File: src/rtl/spi_shift_pkg.sv
package spi_shift_pkg;
  localparam int ADDR_W = 5;
  localparam int WORD_W = 32;
  localparam int NCS    = 3;
  localparam int DIV_W  = 6;
  localparam int CNT_W  = $clog2(WORD_W) + 1;

  localparam logic [ADDR_W-1:0] OFF_FSEL  = 5'h00;
  localparam logic [ADDR_W-1:0] OFF_CLK   = 5'h04;
  localparam logic [ADDR_W-1:0] OFF_PIN   = 5'h08;
  localparam logic [ADDR_W-1:0] OFF_DOUT  = 5'h10;
  localparam logic [ADDR_W-1:0] OFF_SHIFT = 5'h14;
  localparam logic [ADDR_W-1:0] OFF_DIN   = 5'h18;

  localparam int GO_BIT     = 31;
  localparam int SEL_LSB    = 28;
  localparam int TERM_BIT   = 26;
  localparam int PIN_CS_LSB = 16;
  localparam int PIN_SCK    = 1;
  localparam int PIN_MOSI   = 0;

  typedef struct packed {
    logic [NCS-1:0]   sel;
    logic             term;
    logic [CNT_W-1:0] cnt;
  } shift_cmd_t;

  typedef struct packed {
    logic [NCS-1:0] cs;
    logic           sck;
    logic           mosi;
  } pin_cfg_t;
endpackage

File: src/rtl/sck_div_tick.sv
module sck_div_tick #(
  parameter int DIV_W = 6
) (
  input  logic             clk,
  input  logic             rst_n,
  input  logic             run_i,
  input  logic [DIV_W-1:0] div_i,
  output logic             tick_o
);
  logic [DIV_W-1:0] cnt_q;

  assign tick_o = run_i && (cnt_q == div_i);

  always_ff @(posedge clk or negedge rst_n) begin
    if (!rst_n)                 cnt_q <= '0;
    else if (!run_i || tick_o)  cnt_q <= '0;
    else                        cnt_q <= cnt_q + 1'b1;
  end


  tick_idle_chk: assert property (@(posedge clk) disable iff (!rst_n)
    !run_i |=> (cnt_q == '0));
endmodule

File: src/rtl/spi_bit_engine.sv
module spi_bit_engine #(
  parameter int WORD_W = 32,
  parameter int CNT_W  = 6
) (
  input  logic              clk,
  input  logic              rst_n,
  input  logic              start_i,
  input  logic [CNT_W-1:0]  count_i,
  input  logic [WORD_W-1:0] tx_i,
  input  logic              tick_i,
  input  logic              miso_i,
  output logic              busy_o,
  output logic              sck_o,
  output logic              mosi_o,
  output logic              done_o,
  output logic [WORD_W-1:0] rx_o
);
  logic              busy_q, sck_q;
  logic [CNT_W-1:0]  left_q;
  logic [WORD_W-1:0] tx_sr, rx_sr;
  logic [CNT_W:0]    shamt;

  assign shamt  = (CNT_W+1)'(WORD_W) - {1'b0, count_i};
  assign busy_o = busy_q;
  assign sck_o  = sck_q;
  assign mosi_o = tx_sr[WORD_W-1];
  assign rx_o   = rx_sr;
  assign done_o = busy_q && tick_i && sck_q && (left_q == CNT_W'(1));

  always_ff @(posedge clk or negedge rst_n) begin
    if (!rst_n) begin
      busy_q <= 1'b0;
      sck_q  <= 1'b0;
      left_q <= '0;
      tx_sr  <= '0;
      rx_sr  <= '0;
    end else if (start_i) begin
      busy_q <= 1'b1;
      sck_q  <= 1'b0;
      left_q <= count_i;
      tx_sr  <= tx_i << shamt;
      rx_sr  <= '0;
    end else if (busy_q && tick_i) begin
      if (!sck_q) begin
        sck_q <= 1'b1;
        rx_sr <= {rx_sr[WORD_W-2:0], miso_i};
      end else begin
        sck_q  <= 1'b0;
        tx_sr  <= tx_sr << 1;
        left_q <= left_q - 1'b1;
        if (left_q == CNT_W'(1)) busy_q <= 1'b0;
      end
    end
  end


  sck_on_tick_chk: assert property (@(posedge clk) disable iff (!rst_n)
    (busy_q && !tick_i) |=> $stable(sck_q));

  mosi_rise_stable_chk: assert property (@(posedge clk) disable iff (!rst_n)
    (busy_q && !sck_q) |=> $stable(mosi_o));

  idle_sck_low_chk: assert property (@(posedge clk) disable iff (!rst_n)
    (!busy_q && !start_i) |=> !sck_q);
endmodule

File: src/rtl/cs_hold_ctl.sv
module cs_hold_ctl #(
  parameter int NCS = 3
) (
  input  logic           clk,
  input  logic           rst_n,
  input  logic           start_i,
  input  logic [NCS-1:0] sel_i,
  input  logic           release_i,
  output logic [NCS-1:0] active_o
);
  logic [NCS-1:0] act_q;
  assign active_o = act_q;

  always_ff @(posedge clk or negedge rst_n) begin
    if (!rst_n)          act_q <= '0;
    else if (start_i)    act_q <= sel_i;
    else if (release_i)  act_q <= '0;
  end


  cs_hold_stable_chk: assert property (@(posedge clk) disable iff (!rst_n)
    (!start_i && !release_i) |=> $stable(act_q));
endmodule

File: src/rtl/spi_shift_master.sv
module spi_shift_master
  import spi_shift_pkg::*;
#(
  parameter int AW = ADDR_W,
  parameter int DW = WORD_W,
  parameter int NC = NCS,
  parameter int DVW = DIV_W
) (
  input  logic          clk,
  input  logic          rst_n,
  input  logic          bus_en,
  input  logic          bus_we,
  input  logic [AW-1:0] bus_addr,
  input  logic [DW-1:0] bus_wdata,
  output logic [DW-1:0] bus_rdata,
  output logic          spi_sck,
  output logic          spi_mosi,
  input  logic          spi_miso,
  output logic [NC-1:0] spi_cs_n
);
  localparam logic [CNT_W-1:0] CNT_MAX = CNT_W'(DW);

  logic           en_q;
  logic [DVW-1:0] div_q;
  pin_cfg_t       pin_q;
  logic [DW-1:0]  dout_q;
  shift_cmd_t     cmd_q;

  logic           wr, fsel_wr, clk_wr, pin_wr, dout_wr, shift_wr;
  logic [CNT_W-1:0] wr_cnt, eff_cnt;
  logic           start;
  logic           eng_busy, eng_sck, eng_mosi, eng_done, tick;
  logic [DW-1:0]  eng_rx;
  logic [NC-1:0]  cs_act;

  assign wr       = bus_en && bus_we;
  assign fsel_wr  = wr && (bus_addr == OFF_FSEL);
  assign clk_wr   = wr && en_q && (bus_addr == OFF_CLK);
  assign pin_wr   = wr && en_q && (bus_addr == OFF_PIN);
  assign dout_wr  = wr && en_q && (bus_addr == OFF_DOUT);
  assign shift_wr = wr && en_q && (bus_addr == OFF_SHIFT);

  assign wr_cnt  = bus_wdata[CNT_W-1:0];
  assign eff_cnt = (wr_cnt > CNT_MAX) ? CNT_MAX : wr_cnt;
  assign start   = shift_wr && !eng_busy && bus_wdata[GO_BIT] && (wr_cnt != '0);

  always_ff @(posedge clk or negedge rst_n) begin
    if (!rst_n) begin
      en_q   <= 1'b0;
      div_q  <= '0;
      pin_q  <= '{cs: '1, sck: 1'b0, mosi: 1'b0};
      dout_q <= '0;
      cmd_q  <= '0;
    end else begin
      if (fsel_wr) en_q   <= bus_wdata[0];
      if (clk_wr)  div_q  <= bus_wdata[DVW-1:0];
      if (pin_wr)  pin_q  <= '{cs:   bus_wdata[PIN_CS_LSB +: NC],
                               sck:  bus_wdata[PIN_SCK],
                               mosi: bus_wdata[PIN_MOSI]};
      if (dout_wr) dout_q <= bus_wdata;
      if (shift_wr && !eng_busy)
        cmd_q <= '{sel:  bus_wdata[SEL_LSB +: NC],
                   term: bus_wdata[TERM_BIT],
                   cnt:  wr_cnt};
    end
  end

  sck_div_tick #(.DIV_W(DVW)) u_div (
    .clk   (clk),
    .rst_n (rst_n),
    .run_i (eng_busy),
    .div_i (div_q),
    .tick_o(tick)
  );

  spi_bit_engine #(.WORD_W(DW), .CNT_W(CNT_W)) u_eng (
    .clk    (clk),
    .rst_n  (rst_n),
    .start_i(start),
    .count_i(eff_cnt),
    .tx_i   (dout_q),
    .tick_i (tick),
    .miso_i (spi_miso),
    .busy_o (eng_busy),
    .sck_o  (eng_sck),
    .mosi_o (eng_mosi),
    .done_o (eng_done),
    .rx_o   (eng_rx)
  );

  cs_hold_ctl #(.NCS(NC)) u_cs (
    .clk      (clk),
    .rst_n    (rst_n),
    .start_i  (start),
    .sel_i    (bus_wdata[SEL_LSB +: NC]),
    .release_i(eng_done && cmd_q.term),
    .active_o (cs_act)
  );

  assign spi_sck  = en_q && (eng_busy ? eng_sck  : pin_q.sck);
  assign spi_mosi = en_q && (eng_busy ? eng_mosi : pin_q.mosi);
  assign spi_cs_n = en_q ? (pin_q.cs & ~cs_act) : '1;

  always_comb begin
    bus_rdata = '0;
    unique case (bus_addr)
      OFF_FSEL:  bus_rdata[0] = en_q;
      OFF_CLK:   bus_rdata[DVW-1:0] = div_q;
      OFF_PIN: begin
        bus_rdata[PIN_CS_LSB +: NC] = pin_q.cs;
        bus_rdata[PIN_SCK]          = pin_q.sck;
        bus_rdata[PIN_MOSI]         = pin_q.mosi;
      end
      OFF_DOUT:  bus_rdata = dout_q;
      OFF_SHIFT: begin
        bus_rdata[GO_BIT]           = eng_busy;
        bus_rdata[SEL_LSB +: NC]    = cmd_q.sel;
        bus_rdata[TERM_BIT]         = cmd_q.term;
        bus_rdata[CNT_W-1:0]        = cmd_q.cnt;
      end
      OFF_DIN:   bus_rdata = eng_rx;
      default:   bus_rdata = '0;
    endcase
  end


  cs_during_shift_chk: assert property (@(posedge clk) disable iff (!rst_n)
    (eng_busy && en_q) |-> ((~spi_cs_n & cmd_q.sel) == cmd_q.sel));

  term_release_chk: assert property (@(posedge clk) disable iff (!rst_n)
    ($fell(eng_busy) && cmd_q.term) |-> (cs_act == '0));

  busy_write_ignored_chk: assert property (@(posedge clk) disable iff (!rst_n)
    (eng_busy && shift_wr) |=> ($stable(cmd_q) && eng_busy));

  zero_count_chk: assert property (@(posedge clk) disable iff (!rst_n)
    (shift_wr && !eng_busy && (wr_cnt == '0)) |=> (!eng_busy && !spi_sck));

  disabled_idle_chk: assert property (@(posedge clk) disable iff (!rst_n)
    !en_q |-> (spi_cs_n == '1 && !spi_sck && !spi_mosi));
endmodule

File: config.mk
export PLATFORM = sky130hd
export DESIGN_NAME = spi_shift_master
export DESIGN_NICKNAME = d
export VERILOG_FILES = /design/src/rtl/spi_shift_pkg.sv /design/src/rtl/sck_div_tick.sv /design/src/rtl/spi_bit_engine.sv /design/src/rtl/cs_hold_ctl.sv /design/src/rtl/spi_shift_master.sv
export SDC_FILE = /design/constraint.sdc
export NUM_CORES = 1
export LEC_CHECK = 0
export ABC_AREA = 1
export BUFFER_PORTS_ARGS = -buffer_cell sky130_fd_sc_hd__buf_2
export CORE_MARGIN = 5
export CORE_UTILIZATION = 26
export CTS_CLUSTER_DIAMETER = 200
export DETAILED_ROUTE_END_ITERATION = 10
export HOLD_SLACK_MARGIN = 0.06
export MAX_ROUTING_LAYER = met4
export PLACE_DENSITY = 0.46
export SLEW_MARGIN = 20
export SYNTH_ARGS = -nofsm -noshare
export SYNTH_HDL_FRONTEND = slang
export SYNTH_SLANG_ARGS = --single-unit
export TNS_END_PERCENT = 10
File: constraint.sdc
create_clock -name clk -period 3.3 [get_ports clk]
set_input_delay 0.495 -clock clk [delete_from_list [all_inputs] [get_ports clk]]
set_output_delay 0.495 -clock clk [all_outputs]
set_load 0.1 [all_outputs]
# Word-level counts from Yosys, hierarchy flattened
# Cells that the tools add are included.
# op_classes
shift,1
add_sub_neg,3
n_lt_le_gt_ge,1
muxes,32
n_eq_ne,8
n_bitwise,2
n_reduce_logical,28
# ops
op,count
$mux 32,6
$shl 32x7->32,1
$mux 6,5
$pmux 10 s2,1
$logic_and 1x1->1,17
$pmux 4 s4,1
$eq 5x5->1 const B,3
$pmux 7 s2,1
$pmux 4 s3,1
$mux 1,9
$mux 3,3
$pmux 3 s3,1
$reduce_bool 2->1,4
$sub 6x6->7 const A,1
$add 6x1->6 const B,1
$eq 6x1->1 const B,1
$eq 6x6->1,1
$gt 6x6->1 const B,1
$pmux 1 s6,1
$reduce_bool 6->1,1
$sub 6x1->6 const B,1
$eq 5x3->1 const B,1
$eq 5x4->1 const B,1
$logic_not 5->1,1
other kinds (10),11
# totals
out_inout_bits,37
reg_bits,135
in_bits,42
elab_cells,91

# Longest topological paths before layout
# depth
word_depth,8
mapped_depth,22
depth_no_buf,21

# Cells and area by module
# A second synthesis with hierarchy kept.
# hier_totals
cells_unflattened,1164
hier_area_um2,8334.2
# by_module_without_submodules
mod,seq_area_each_um2,cells_per_inst,n_inst,area_each_um2
spi_bit_engine,1801.7,693,1,4849.7
spi_shift_master,1355.0,398,1,2975.4
sck_div_tick,150.1,60,1,394.1
cs_hold_ctl,75.1,13,1,115.1

# Worst setup path after synthesis
# No wires, ideal clock.
# synth_timing
kind,input -> output
from,input port bus_addr[1]
to,output port bus_rdata[10]
path_buffers,1
stages,6
setup_slack_ps,-519
arrival_ps,3324
required_time_ps,2805
cell_sequence,nor2_1 > nand2_1 > nor2_1 > nand2_1 > clkbuf_1 > o21ai_0
# synth_between
elab_chain_cells,2
elab_cells_between_ends,3
cone_classes,eq/ne (2); mux (1)
# synth_rtl
element,line,text
from (decl),spi_shift_master.sv:13,"input logic [AW-1:0] bus_addr,"
$eq 5x5->1,spi_shift_master.sv:106,unique case (bus_addr)
$pmux 10 s2 (*),spi_shift_master.sv:106,
to (decl),spi_shift_master.sv:15,"output logic [DW-1:0] bus_rdata,"
# Every way passes the cells marked *; elsewhere a longest branch is shown, timed or not.

# Final worst setup path
# layout_timing
from,input port bus_addr[1]
to,output port bus_rdata[29]
# layout_between
elab_chain_cells,2
elab_cells_between_ends,4
cone_classes,eq/ne (3); mux (1)
# layout_rtl
element,line
$eq 5x5->1,spi_shift_master.sv:106
$pmux 4 s3 (*),spi_shift_master.sv:106
# Marks and branches as above.

==> impl_metrics.yaml <==
clock_tree:
  h-tree-depth: 4
  clock_latency_ns: 0.44
  cts.sinks: 135
  path_clk_slew_ns: 0.06
  cts_buffer_depth: 2
  cts_tree: "yes"
  cts_setup_buffers: 0
  cts-buffers-inserted: 17
  clock_tree.root_cell: "clkbuf_16"
route:
  drc: 0
  ant_nets: 0
  wire_per_inst_um: 17.6
  route.vias.total: 7717
  totalWireLength_um: 27800
  drtIter0Drc: 525
  first_pass_iters: 7
  via_per_inst: 4.89
pwr:
  leakage_nw: 4.50
  ir_drop_v: 0.000358
  p_total_mw: 6.20
  powerDensity_mw_per_mm2: 626
floorplan:
  die_area_mm2: 0.0345
  rows: 64
  pin_count: 79
  start_util_pct: 26.3
  fp.dieH_um: 186
  core_mm2: 0.0306
  die_width_um: 186
job:
  cap_violations: 0
logic_synthesis:
  postSynthCellCount: 1109
  syn_avg_cell_area_um2: 7.25
  synth_edf_count: 0
  synth_xor_area_share_pct: 1.17
  synth_area_leaders: "dfrtp_1 41%, nand2_1 14%, nand3_1 11%"
  ys_seq_elements: 135
  yosysWarningCount: 0
  netlist_area_mm2: 0.00804
  synth_common_cells: "299 x nand2_1, 176 x nand3_1, 132 x dfrtp_1"
  synthMuxAreaShare_pct: 0.840
  synth_fa_ha_area_share_pct: 0.623
  yosysTopAreaCellShare_pct: 41.1
  synth_flop_cell: "dfrtp_1"
  async_reset_ff_share_pct: 100
  synth.net_count: 1155
  synth-compound-area-share_pct: 15.3
  yosysMostFrequentCell: "nand2_1"
  seq_area_frac_synth_pct: 42.1
  synthSimpleGateAreaFrac_pct: 31.0
  ys_types: 38
  synth_top_family_by_area: "simple AND/OR/NAND/NOR gates"
  yosysTopAreaCell: "dfrtp_1"
sta:
  skew_ns: 0.0160
  tightest_slew_ns: 0.726
  fmax_mhz: 369
  slew_headroom_pct: 51.5
  finalSetupViolCount: 0
  min_period_over_period_pct: 82.2
  report.final.slew_viol_count: 0
  holdWs_ns: 0.286
  finalHoldViolations: 0
  rsz0062_at_grt: "false"
  min_period_ns: 2.71
layout:
  nNetsFinal: 1216
  n_antenna_cell: 0
  final_core_util_pct: 32.4
  n_fill_cell: 3309
  area_delta_synth_final_pct: 23.2
  stdcell_area_mm2: 0.00990
  finalNonFillerCells: 1579
  drive_gt1_share_pct: 15.2
outcome:
  status: "finished clean"
worst_setup_path:
  worstSetupStartpointType: "primary input"
  slowest_delay_ns: 0.36
  path_cells: "buf_2 -> nor2_1 -> nand2_1 -> nor2_1 -> nand2_1 -> buf_12 -> o221ai_1 -> buf_12"
  cp-end-kind: "output pin"
  crit_type: "in -> out"
  crit_required_ns: 2.80
  arrival_ns: 2.22
  slowest_stage: "o221ai_1"
  crit_fanout: 25
place:
  dp_cells: 1546
  port_buffers: 78
  gp_congestion: 0.878
  place_hpwl_um: 20400
  postPlaceCellArea_mm2: 0.00933
grt:
  grt_pass1_vias: 7560
  grt_pass1_wl_um: 44100
  grt.total_usage_pct: 16.9
  grt_overflow_total: 0
  antenna_found_initial: 0
  grt_max_degree: 55
worst_hold_path:
  hp-class: "in -> reg"
-- power breakdown --
part           internal (mW)  switching (mW)
Clock                  0.990           0.867
Combinational          0.621            1.40
Sequential              2.06           0.272
-- sequential cells by signal (all words and copies together), names as in the netlist --
signal         count
cmd_q             10
u_eng.left_q       6
div_q              6
u_eng.rx_o        32
en_q               1
u_eng.tx_sr       32
u_eng.busy_o       1
u_cs.active_o      3
pin_q              5
u_div.cnt_q        6
dout_q            32
u_eng.sck_o        1
-- worst max-delay path: cells and delay by family --
family / cells / cell delay (ns)
and+or+nand+nor: 4 / 0.78
buffers and inverters: 3 / 0.58
AOI/OAI and AO/OA: 1 / 0.36
-- final cells by class --
type                       instances  area (um2)  area share, %
clock buffer                      17         425           4.30
clock inverter                    15         136           1.38
inverter                         109         412           4.16
multi-input combinational        803        3940           39.8
sequential                       135        3380           34.2
tap                              396         495           5.00
timing repair buffer             104        1110           11.2
-- routing by layer --
| layer | GRT usage [%] | vias to the layer above | routed length (um) |
|---|---|---|---|
| met2 | 25.8 | 204 | 12800 |
| li1 | - | 3819 | - |
| met5 | - | - | 0 |
| met1 | 23.4 | 3660 | 13300 |
| met4 | 5.19 | 0 | 507 |
| met3 | 2.44 | 34 | 1170 |
-- per-stage QoR --
stage          setup WS, ns  TNS (ns)
6_report              0.587         0
3_5_place_dp          0.355         0
4_1_cts               0.584         0
3_3_place_gp          0.341         0
5_1_grt               0.450         0
2_1_floorplan        -0.519     -4.00
-- final timing paths --
kind / startpoint / slack (ns) / cells after the start / endpoint
max in group asynchronous: rst_n / 1.71 / 3 / u_eng.sck_o$_DFFE_PN0P_
min in group asynchronous: rst_n / 0.59 / 2 / u_eng.tx_sr[19]$_DFFE_PN0P_
worst max-delay path: bus_addr[1] / 0.59 / 8 / bus_rdata[29]
worst min register to register: dout_q[30]$_DFFE_PN0P_ / 0.49 / 2 / dout_q[30]$_DFFE_PN0P_
worst min-delay path: bus_wdata[12] / 0.29 / 2 / dout_q[12]$_DFFE_PN0P_
worst max register to register: u_div.cnt_q[2]$_DFF_PN0_ / 0.72 / 8 / u_eng.tx_sr[24]$_DFFE_PN0P_
-- layout by cell type, fill, tap and decap left out, drive strengths merged --
cell / n
nor3: 6
or2: 4
a21oi: 48
nand3: 177
o22ai: 43
xnor2: 1
a221oi: 2
nand4: 7
clkinvlp: 4
o2111ai: 4
dfrtp: 132
nor2: 67
clkinv: 4
nor4: 1
clkbuf: 17
inv: 116
dfstp: 3
o221ai: 8
mux2: 6
ha: 4
o211ai: 7
dlygate4sd3: 1
nor3b: 3
nand2: 304
xor2: 8
buf: 103
o21ai: 103
-- cells by family after synthesis --
family / Yosys count
AOI/OAI and AO/OA: 215
xor gates and xnor gates: 9
adders and majority gates: 4
buffers and inverters: 171
DFF: 135
muxes: 6
and+or+nand+nor: 569
-- timing repair --
item,4_1_cts,5_1_grt
gates resized for setup,0,0
hold buffers,1,0
endpoints found under the hold margin,9,0
Note: power is estimated with default switching activity, not from simulation.
